**config.mk**
```make
export PLATFORM = sky130hd
export DESIGN_NAME = sar_serial_port
export DESIGN_NICKNAME = d
export VERILOG_FILES = /design/src/rtl/sar_serial_port.sv
export SDC_FILE = /design/constraint.sdc
export NUM_CORES = 1
export LEC_CHECK = 0
export BUFFER_PORTS_ARGS = -buffer_cell sky130_fd_sc_hd__buf_4
export CORE_UTILIZATION = 50
export CTS_BUF_LIST = sky130_fd_sc_hd__clkbuf_4
export CTS_CLUSTER_SIZE = 30
export DETAILED_ROUTE_END_ITERATION = 8
export PLACE_DENSITY = 0.71
export SLEW_MARGIN = 20
export SYNTH_ARGS = -nofsm -noshare
export SYNTH_HDL_FRONTEND = slang
export SYNTH_SLANG_ARGS = --single-unit
```
**constraint.sdc**
```tcl
create_clock -name clk -period 5.1 [get_ports clk]
set_clock_uncertainty 0.1 [all_clocks]
set_input_delay 0.51 -clock clk [delete_from_list [all_inputs] [get_ports clk]]
set_output_delay 0.51 -clock clk [all_outputs]
set_load 0.01 [all_outputs]
```
**src/rtl/sar_serial_port.sv**
```systemverilog
module sar_serial_port #(
  parameter int DATA_W      = 16,
  parameter int CONV_CYCLES = 24,
  parameter int SYNC_STAGES = 2
) (
  input  logic              clk,
  input  logic              rst_n,
  input  logic              convst,
  input  logic              sdi,
  input  logic              sclk,
  input  logic [DATA_W-1:0] result,
  output logic              sdo,
  output logic              sdo_oe
);

  localparam int CNT_W = $clog2(CONV_CYCLES + 1);
  localparam int BIT_W = $clog2(DATA_W + 2);
  localparam logic [BIT_W-1:0] LAST_BUSY = BIT_W'(DATA_W);
  localparam logic [BIT_W-1:0] LAST_PLAIN = BIT_W'(DATA_W - 1);

  logic [SYNC_STAGES-1:0] cv_sync, sdi_sync, sck_sync;
  logic cv_q, sck_q, sel_q;

  always_ff @(posedge clk or negedge rst_n) begin
    if (!rst_n) begin
      cv_sync  <= '0;
      sdi_sync <= '0;
      sck_sync <= '0;
      cv_q     <= 1'b0;
      sck_q    <= 1'b0;
      sel_q    <= 1'b0;
    end else begin
      cv_sync  <= {cv_sync[SYNC_STAGES-2:0], convst};
      sdi_sync <= {sdi_sync[SYNC_STAGES-2:0], sdi};
      sck_sync <= {sck_sync[SYNC_STAGES-2:0], sclk};
      cv_q     <= cv_sync[SYNC_STAGES-1];
      sck_q    <= sck_sync[SYNC_STAGES-1];
      sel_q    <= cv_sync[SYNC_STAGES-1] & sdi_sync[SYNC_STAGES-1];
    end
  end

  wire cv_s     = cv_sync[SYNC_STAGES-1];
  wire sdi_s    = sdi_sync[SYNC_STAGES-1];
  wire sck_s    = sck_sync[SYNC_STAGES-1];
  wire sel_n    = cv_s & sdi_s;
  wire cv_rise  = cv_s & ~cv_q;
  wire sck_fall = ~sck_s & sck_q;
  wire sel_fall = ~sel_n & sel_q;
  wire sel_rise = sel_n & ~sel_q;

  logic             converting, mode_dc, busy, reading, cs_wait, sdo_r, oe_r;
  logic [CNT_W-1:0] cnt;
  logic [BIT_W-1:0] bits;
  logic [DATA_W-1:0] hold, sh;

  wire shift_bit = busy ? sh[DATA_W-1] : sh[DATA_W-2];
  wire [BIT_W-1:0] last_bit = busy ? LAST_BUSY : LAST_PLAIN;
  wire eoc = converting && (cnt == '0);

  always_ff @(posedge clk or negedge rst_n) begin
    if (!rst_n) begin
      converting <= 1'b0;
      cnt        <= '0;
      mode_dc    <= 1'b0;
      busy       <= 1'b0;
      hold       <= '0;
      sh         <= '0;
      bits       <= '0;
      reading    <= 1'b0;
      cs_wait    <= 1'b0;
      sdo_r      <= 1'b0;
      oe_r       <= 1'b0;
    end else if (cv_rise && !converting) begin
      converting <= 1'b1;
      cnt        <= CNT_W'(CONV_CYCLES - 1);
      mode_dc    <= ~sdi_s;
      busy       <= ~sdi_s & sck_s;
      hold       <= result;
      bits       <= '0;
      reading    <= 1'b0;
      cs_wait    <= 1'b0;
      sdo_r      <= 1'b0;
      oe_r       <= ~sdi_s;
    end else if (converting) begin
      if (eoc) begin
        converting <= 1'b0;
        sh         <= hold;
        bits       <= '0;
        if (mode_dc) begin
          reading <= 1'b1;
          sdo_r   <= busy ? 1'b0 : hold[DATA_W-1];
        end else if (!sel_n) begin
          busy    <= 1'b1;
          reading <= 1'b1;
          oe_r    <= 1'b1;
          sdo_r   <= 1'b0;
        end else begin
          busy    <= 1'b0;
          cs_wait <= 1'b1;
        end
      end else begin
        cnt <= cnt - 1'b1;
      end
    end else if (mode_dc) begin
      if (reading && sck_fall) begin
        sdo_r <= shift_bit;
        sh    <= {sh[DATA_W-2:0], sdi_s};
      end
    end else if (sel_rise) begin
      oe_r    <= 1'b0;
      reading <= 1'b0;
    end else if (cs_wait && sel_fall) begin
      cs_wait <= 1'b0;
      reading <= 1'b1;
      oe_r    <= 1'b1;
      sdo_r   <= hold[DATA_W-1];
      sh      <= hold;
      bits    <= '0;
    end else if (reading && sck_fall) begin
      if (bits == last_bit) begin
        reading <= 1'b0;
        oe_r    <= 1'b0;
      end else begin
        sdo_r <= shift_bit;
        sh    <= {sh[DATA_W-2:0], 1'b0};
        bits  <= bits + 1'b1;
      end
    end
  end

  assign sdo    = sdo_r;
  assign sdo_oe = oe_r;

  a_r2_released_in_conversion: assert property (@(posedge clk) disable iff (!rst_n)
    (converting && !mode_dc) |-> !sdo_oe);

  a_r3_released_while_waiting: assert property (@(posedge clk) disable iff (!rst_n)
    (cs_wait && !mode_dc) |-> !sdo_oe);

  a_r4_busy_bit_low: assert property (@(posedge clk) disable iff (!rst_n)
    (eoc && !mode_dc && !sel_n) |=> (sdo_oe && !sdo));

  a_r5_edge_count_bound: assert property (@(posedge clk) disable iff (!rst_n)
    (reading && !mode_dc) |-> (bits <= LAST_BUSY));

  a_r7_chain_always_driven: assert property (@(posedge clk) disable iff (!rst_n)
    mode_dc |-> sdo_oe);

  a_r10_restart_ignored: assert property (@(posedge clk) disable iff (!rst_n)
    (cv_rise && converting && cnt != '0) |=> (converting && $stable(mode_dc) && $stable(busy)));

endmodule

```
; Yosys cells after proc, flatten, opt, wreduce, memory -nomap -nowiden
; Index checks and enable logic that the tools add are counted.
[totals]
regBits = 58
input_bits = 21
out_inout_bits = 2
word_cells = 133
[classes]
add_sub_neg = 2
n_eq_ne = 18
n_mux = 63
bitwise = 12
reduce_logical = 21
[ops]
columns = operator, count
row1 = two-way mux 16 bit, 8
row2 = two-way mux 5 bit, 12
row3 = two-way mux 1 bit, 43
row4 = AND reduction 6 bit, 4
row5 = "inequality test 3 x 2 -> 1 bit, second input constant", 5
row6 = AND reduction 5 bit, 2
row7 = nonzero test 5 bit, 2
row8 = "inequality test 3 x 1 -> 1 bit, second input constant", 3
row9 = "inequality test 4 x 2 -> 1 bit, second input constant", 2
row10 = "inequality test 4 bit, second input constant", 2
row11 = bitwise AND 1 bit, 6
row12 = "inequality test 2 x 1 -> 1 bit, second input constant", 3
row13 = NOT 1 bit, 6
row14 = nonzero test 3 bit, 2
row15 = "adder 5 x 1 -> 5 bit, second input constant", 1
row16 = == test 5 bit, 1
row17 = logical NOT 5 bit, 1
row18 = "inequality test 5 bit, second input constant", 1
row19 = "subtractor 5 x 1 -> 5 bit, second input constant", 1
row20 = logical AND 1 bit, 4
row21 = "inequality test 4 x 1 -> 1 bit, second input constant", 1
row22 = nonzero test 2 bit, 2
row23 = nonzero test 4 bit, 1
row24 = AND reduction 3 bit, 1
row25 = 2 further kinds, 2

; Logic depth before layout (Yosys ltp)
[depth]
ltp_word = 9
ltp_mapped = 9
ltp_nobuf = 7

; Worst setup path after synthesis
; OpenSTA, ideal clock, no wires.
[synth_timing]
kind = register to register
startpoint = register cnt[0]
endpoint = register sh[0]
setup_time_ps = 125
t_arrival_ps = 2185
required_time_ps = 4875
setup_slack_ps = 2690
path_stages_with_launch = 9
n_path_buf = 1
synth_period_minus_slack_ps = 2410
cell_sequence = dfrtp_1 -> inv_1 -> ha_1 -> or4b_4 -> and2_4 -> a211o_1 -> or2_1 -> buf_6 -> mux2_4
[synth_via]
elab_chain_cells = 4
[synth_lines]
columns = element, line
row1 = from (decl), 52  ; logic [CNT_W-1:0] cnt;
row2 = from (signal assigned), 75  ; cnt <= CNT_W'(CONV_CYCLES - 1);
row3 = from (signal assigned), 102  ; cnt <= cnt - 1'b1;
row4 = logical NOT 5 bit, 58  ; wire eoc = converting && (cnt == '0);
row5 = logical AND 1 bit, 58
row6 = inequality test 2 x 1 -> 1 bit (no line), --
row7 = AND reduction 6 bit (no line), --
row8 = to (signal assigned), 87  ; sh <= hold;
row9 = to (signal assigned), 107  ; sh <= {sh[DATA_W-2:0], sdi_s};
row10 = to (signal assigned), 117  ; sh <= hold;
row11 = to (decl), 54  ; logic [DATA_W-1:0] hold, sh;
; Every way passes these cells.
; A chain may end at the register's enable or synchronous reset.

; Worst setup path after layout
; Same ends and word-level chain as after synthesis.

==> metrics.md <==
| Metric | Value |
|---|---|
| RSZ-0062 raised after global routing | `false` |
| Final nets | `323` |
| Clk buf depth | `2` |
| Slew Viols, Final | `0` |
| Ant diodes | `0` |
| Top cells by count, synth | `59 x nand2_1, 58 x dfrtp_1, 34 x o21ai_0` |
| Vias in the first global route | `1884` |
| Final WL | `5240 um` |
| Clock tree from TritonCTS | `built` |
| Clock sinks | `58` |
| Critical Path AT | `3160 ps` |
| GRT Overall Usage | `0.208` |
| Largest net degree at the start of global routing | `59` |
| Ys flop type | `dfrtp_1` |
| Pwr Density | `561 nW/um^2` |
| Num rows | `26` |
| Yosys reg bits | `58` |
| Post-DRT Antenna Nets | `0` |
| H-tree levels | `3` |
| CP Launch Type | `flip-flop` |
| WP data required | `5300 ps` |
| Synth warnings | `0` |
| Top-area cell type share of the netlist area | `0.534` |
| Area grow syn2layout | `13.5%` |
| Buf+Inv Stages, Crit Path | `1` |
| Period utilisation layout | `0.581` |
| Final hold vios | `0` |
| CP endpoint kind | `flip-flop` |
| Clk_lat worst skew | `400 ps` |
| Crit path cell chain | `inv_1 -> ha_1 -> or4b_4 -> and2_4 -> a211o_1 -> or2_1 -> mux2_4` |
| Vias/cell | `5.61` |
| VDD IR-drop max | `0.299 mV` |
| Top Ports | `23` |
| Gr ovfl total | `0` |
| Total CTS buffers | `9` |
| CTS clk-pin slew, worst paths | `100 ps` |
| Synth area leader | `dfrtp_1` |
| Setup violators final | `0` |
| Initial antenna violation count | `0` |
| Die ar. | `5730 um^2` |
| CTS Hold Bufs | `0` |
| CP peak stage delay | `580 ps` |
| Crit path max-delay family | `simple AND/OR/NAND/NOR gates` |
| Worst Path Max Fanout | `16` |
| Setup TNS | `0 ps` |
| First-pass GRT wire length | `8620 um` |
| First DRT Iteration DRCs | `159` |
| Setup CP Type | `flip-flop to flip-flop` |
| CP max-delay cell | `or2_1` |
| Root buffer cell | `clkbuf_4` |
| Port Buffers | `22` |
| Layout cells sized above 1 | `0.190` |
| Worst rel slew slack | `0.464` |
| Initial Utilization | `0.525` |
| Maxcap violations | `0` |
| Post_cts resized | `0` |
| Worst hold path class | `input port to async pin` |
| DR WL/cell | `14.0 um` |
| Global placement routability congestion | `0.881` |
| Die H | `75.7 um` |
| Cells after synthesis | `277` |
| Core area | `5170 um^2` |
| Worst hold slack | `49.1 ps` |
| Final worst path period need | `2960 ps` |
| Run status | `completed` |
| Drt first pass iters | `4` |
| Ys async rst share | `1.00` |
| Total leakage power | `0.00144 uW` |
| Worst Tran Pin Value | `803 ps` |
| Vias | `2105` |
| DRC Markers | `0` |
| Syn Area/Cell | `9.81 um^2` |
| Hpwl dp | `3520 um` |
| Yosys cell types | `44` |
| Post-synth EDFFs | `0` |
| Count leader, synth | `nand2_1` |
| Max frequency | `0.338 GHz` |
| Top post-synthesis cells by area | `dfrtp_1 53%, nand2_1 8.1%, o21ai_0 6.3%, mux2i_1 5.5%, o21ai_2 3.2%` |
| Postcts setup bufs | `0` |
| Syn nets | `300` |
| Chip width | `75.7 um` |
| Sequential area share after synthesis | `0.534` |
| Mapped Area | `2720 um^2` |
[cells by family (layout without fill, tap and decap cells)]
kind of cell,after synthesis,after routing,share of synthesized area
DFF,58,58,0.534
and+or+nand+nor,95,95,0.159
muxes,18,18,0.0691
buffers and inverters,21,49,0.0345
xor gates and xnor gates,1,1,0.00322
AOI/OAI and AO/OA,82,82,0.191
adders and majority gates,2,2,0.00921
[cells in the final DEF (no fill, tap or decap), types with 3 or more instances in the layout]
cell / instances
nand2_1: 59
dfrtp_1: 58
o21ai_0: 34
buf_4: 25
mux2i_1: 15
nor2_1: 12
o21ai_2: 10
a21oi_1: 10
clkbuf_4: 10
inv_1: 8
o31ai_1: 6
and3_1: 4
a31oi_1: 4
nand2b_1: 3
o21ai_1: 3
[cell type report]
class	count	area, um^2
multi-input cells	198	1170
flip-flops and latches	58	1450
inverters	8	30.0
clock buffers	10	75.1
clock inverters	6	81.3
fillers	458	2090
repair buffers	25	188
well taps	70	87.6
[registers in the layout, indices dropped and copies added (netlist names), 2 cells and up]
signal	cells
sdi_sync	2
cv_sync	2
bits	5
hold	16
sh	16
sck_sync	2
cnt	5
[where the power goes]
part	total [uW]	internal (uW)	switching, uW
Sequential	754	627	127
Combinational	607	263	345
Clock	370	201	169
[routing by layer]
layer	track usage	vias to the layer above	share of wire
li1	-	1023	-
met1	0.289	1015	0.51
met2	0.301	54	0.43
met3	0.0516	13	0.040
met4	0.111	0	0.023
met5	0	-	0
[worst paths after layout]
check,from,endpoint,slack (ps),cells after the start
max,cnt[0]$_DFFE_PN0P_,sh[0]$_DFFE_PN0P_,2140,7
min,rst_n,hold[9]$_DFFE_PN0N_,50,1
max reg2reg,cnt[0]$_DFFE_PN0P_,sh[0]$_DFFE_PN0P_,2140,7
min reg2reg,sdi_sync[0]$_DFF_PN0_,sdi_sync[1]$_DFF_PN0_,260,0
max in group asynchronous,rst_n,hold[1]$_DFFE_PN0N_,4390,1
min in group clk,sdi,sdi_sync[0]$_DFF_PN0_,110,1
[metrics by stage]
| stage | worst slack, ps | util | cells | cell area (um^2) | total power [uW] |
|---|---|---|---|---|---|
| final | 2140 | 0.597 | 375 | 3090 | 1730 |
| after global routing | 2030 | 0.597 | 375 | 3090 | 1860 |
| after global placement | 2210 | 0.566 | 359 | 2930 | 1350 |
| after detailed placement | 2160 | 0.566 | 359 | 2930 | 1370 |
| after CTS | 2150 | 0.597 | 375 | 3090 | 1740 |
| after floorplan | 2690 | - | 277 | 2720 | 1230 |
[worst reg2reg max path: stages, from the launching register on]
cell and delay (ps):
dfrtp_1 420, inv_1 70, ha_1 200, or4b_4 500
and2_4 190, a211o_1 400, or2_1 590, mux2_4 410
No activity file was read; power rests on OpenSTA's default activity.
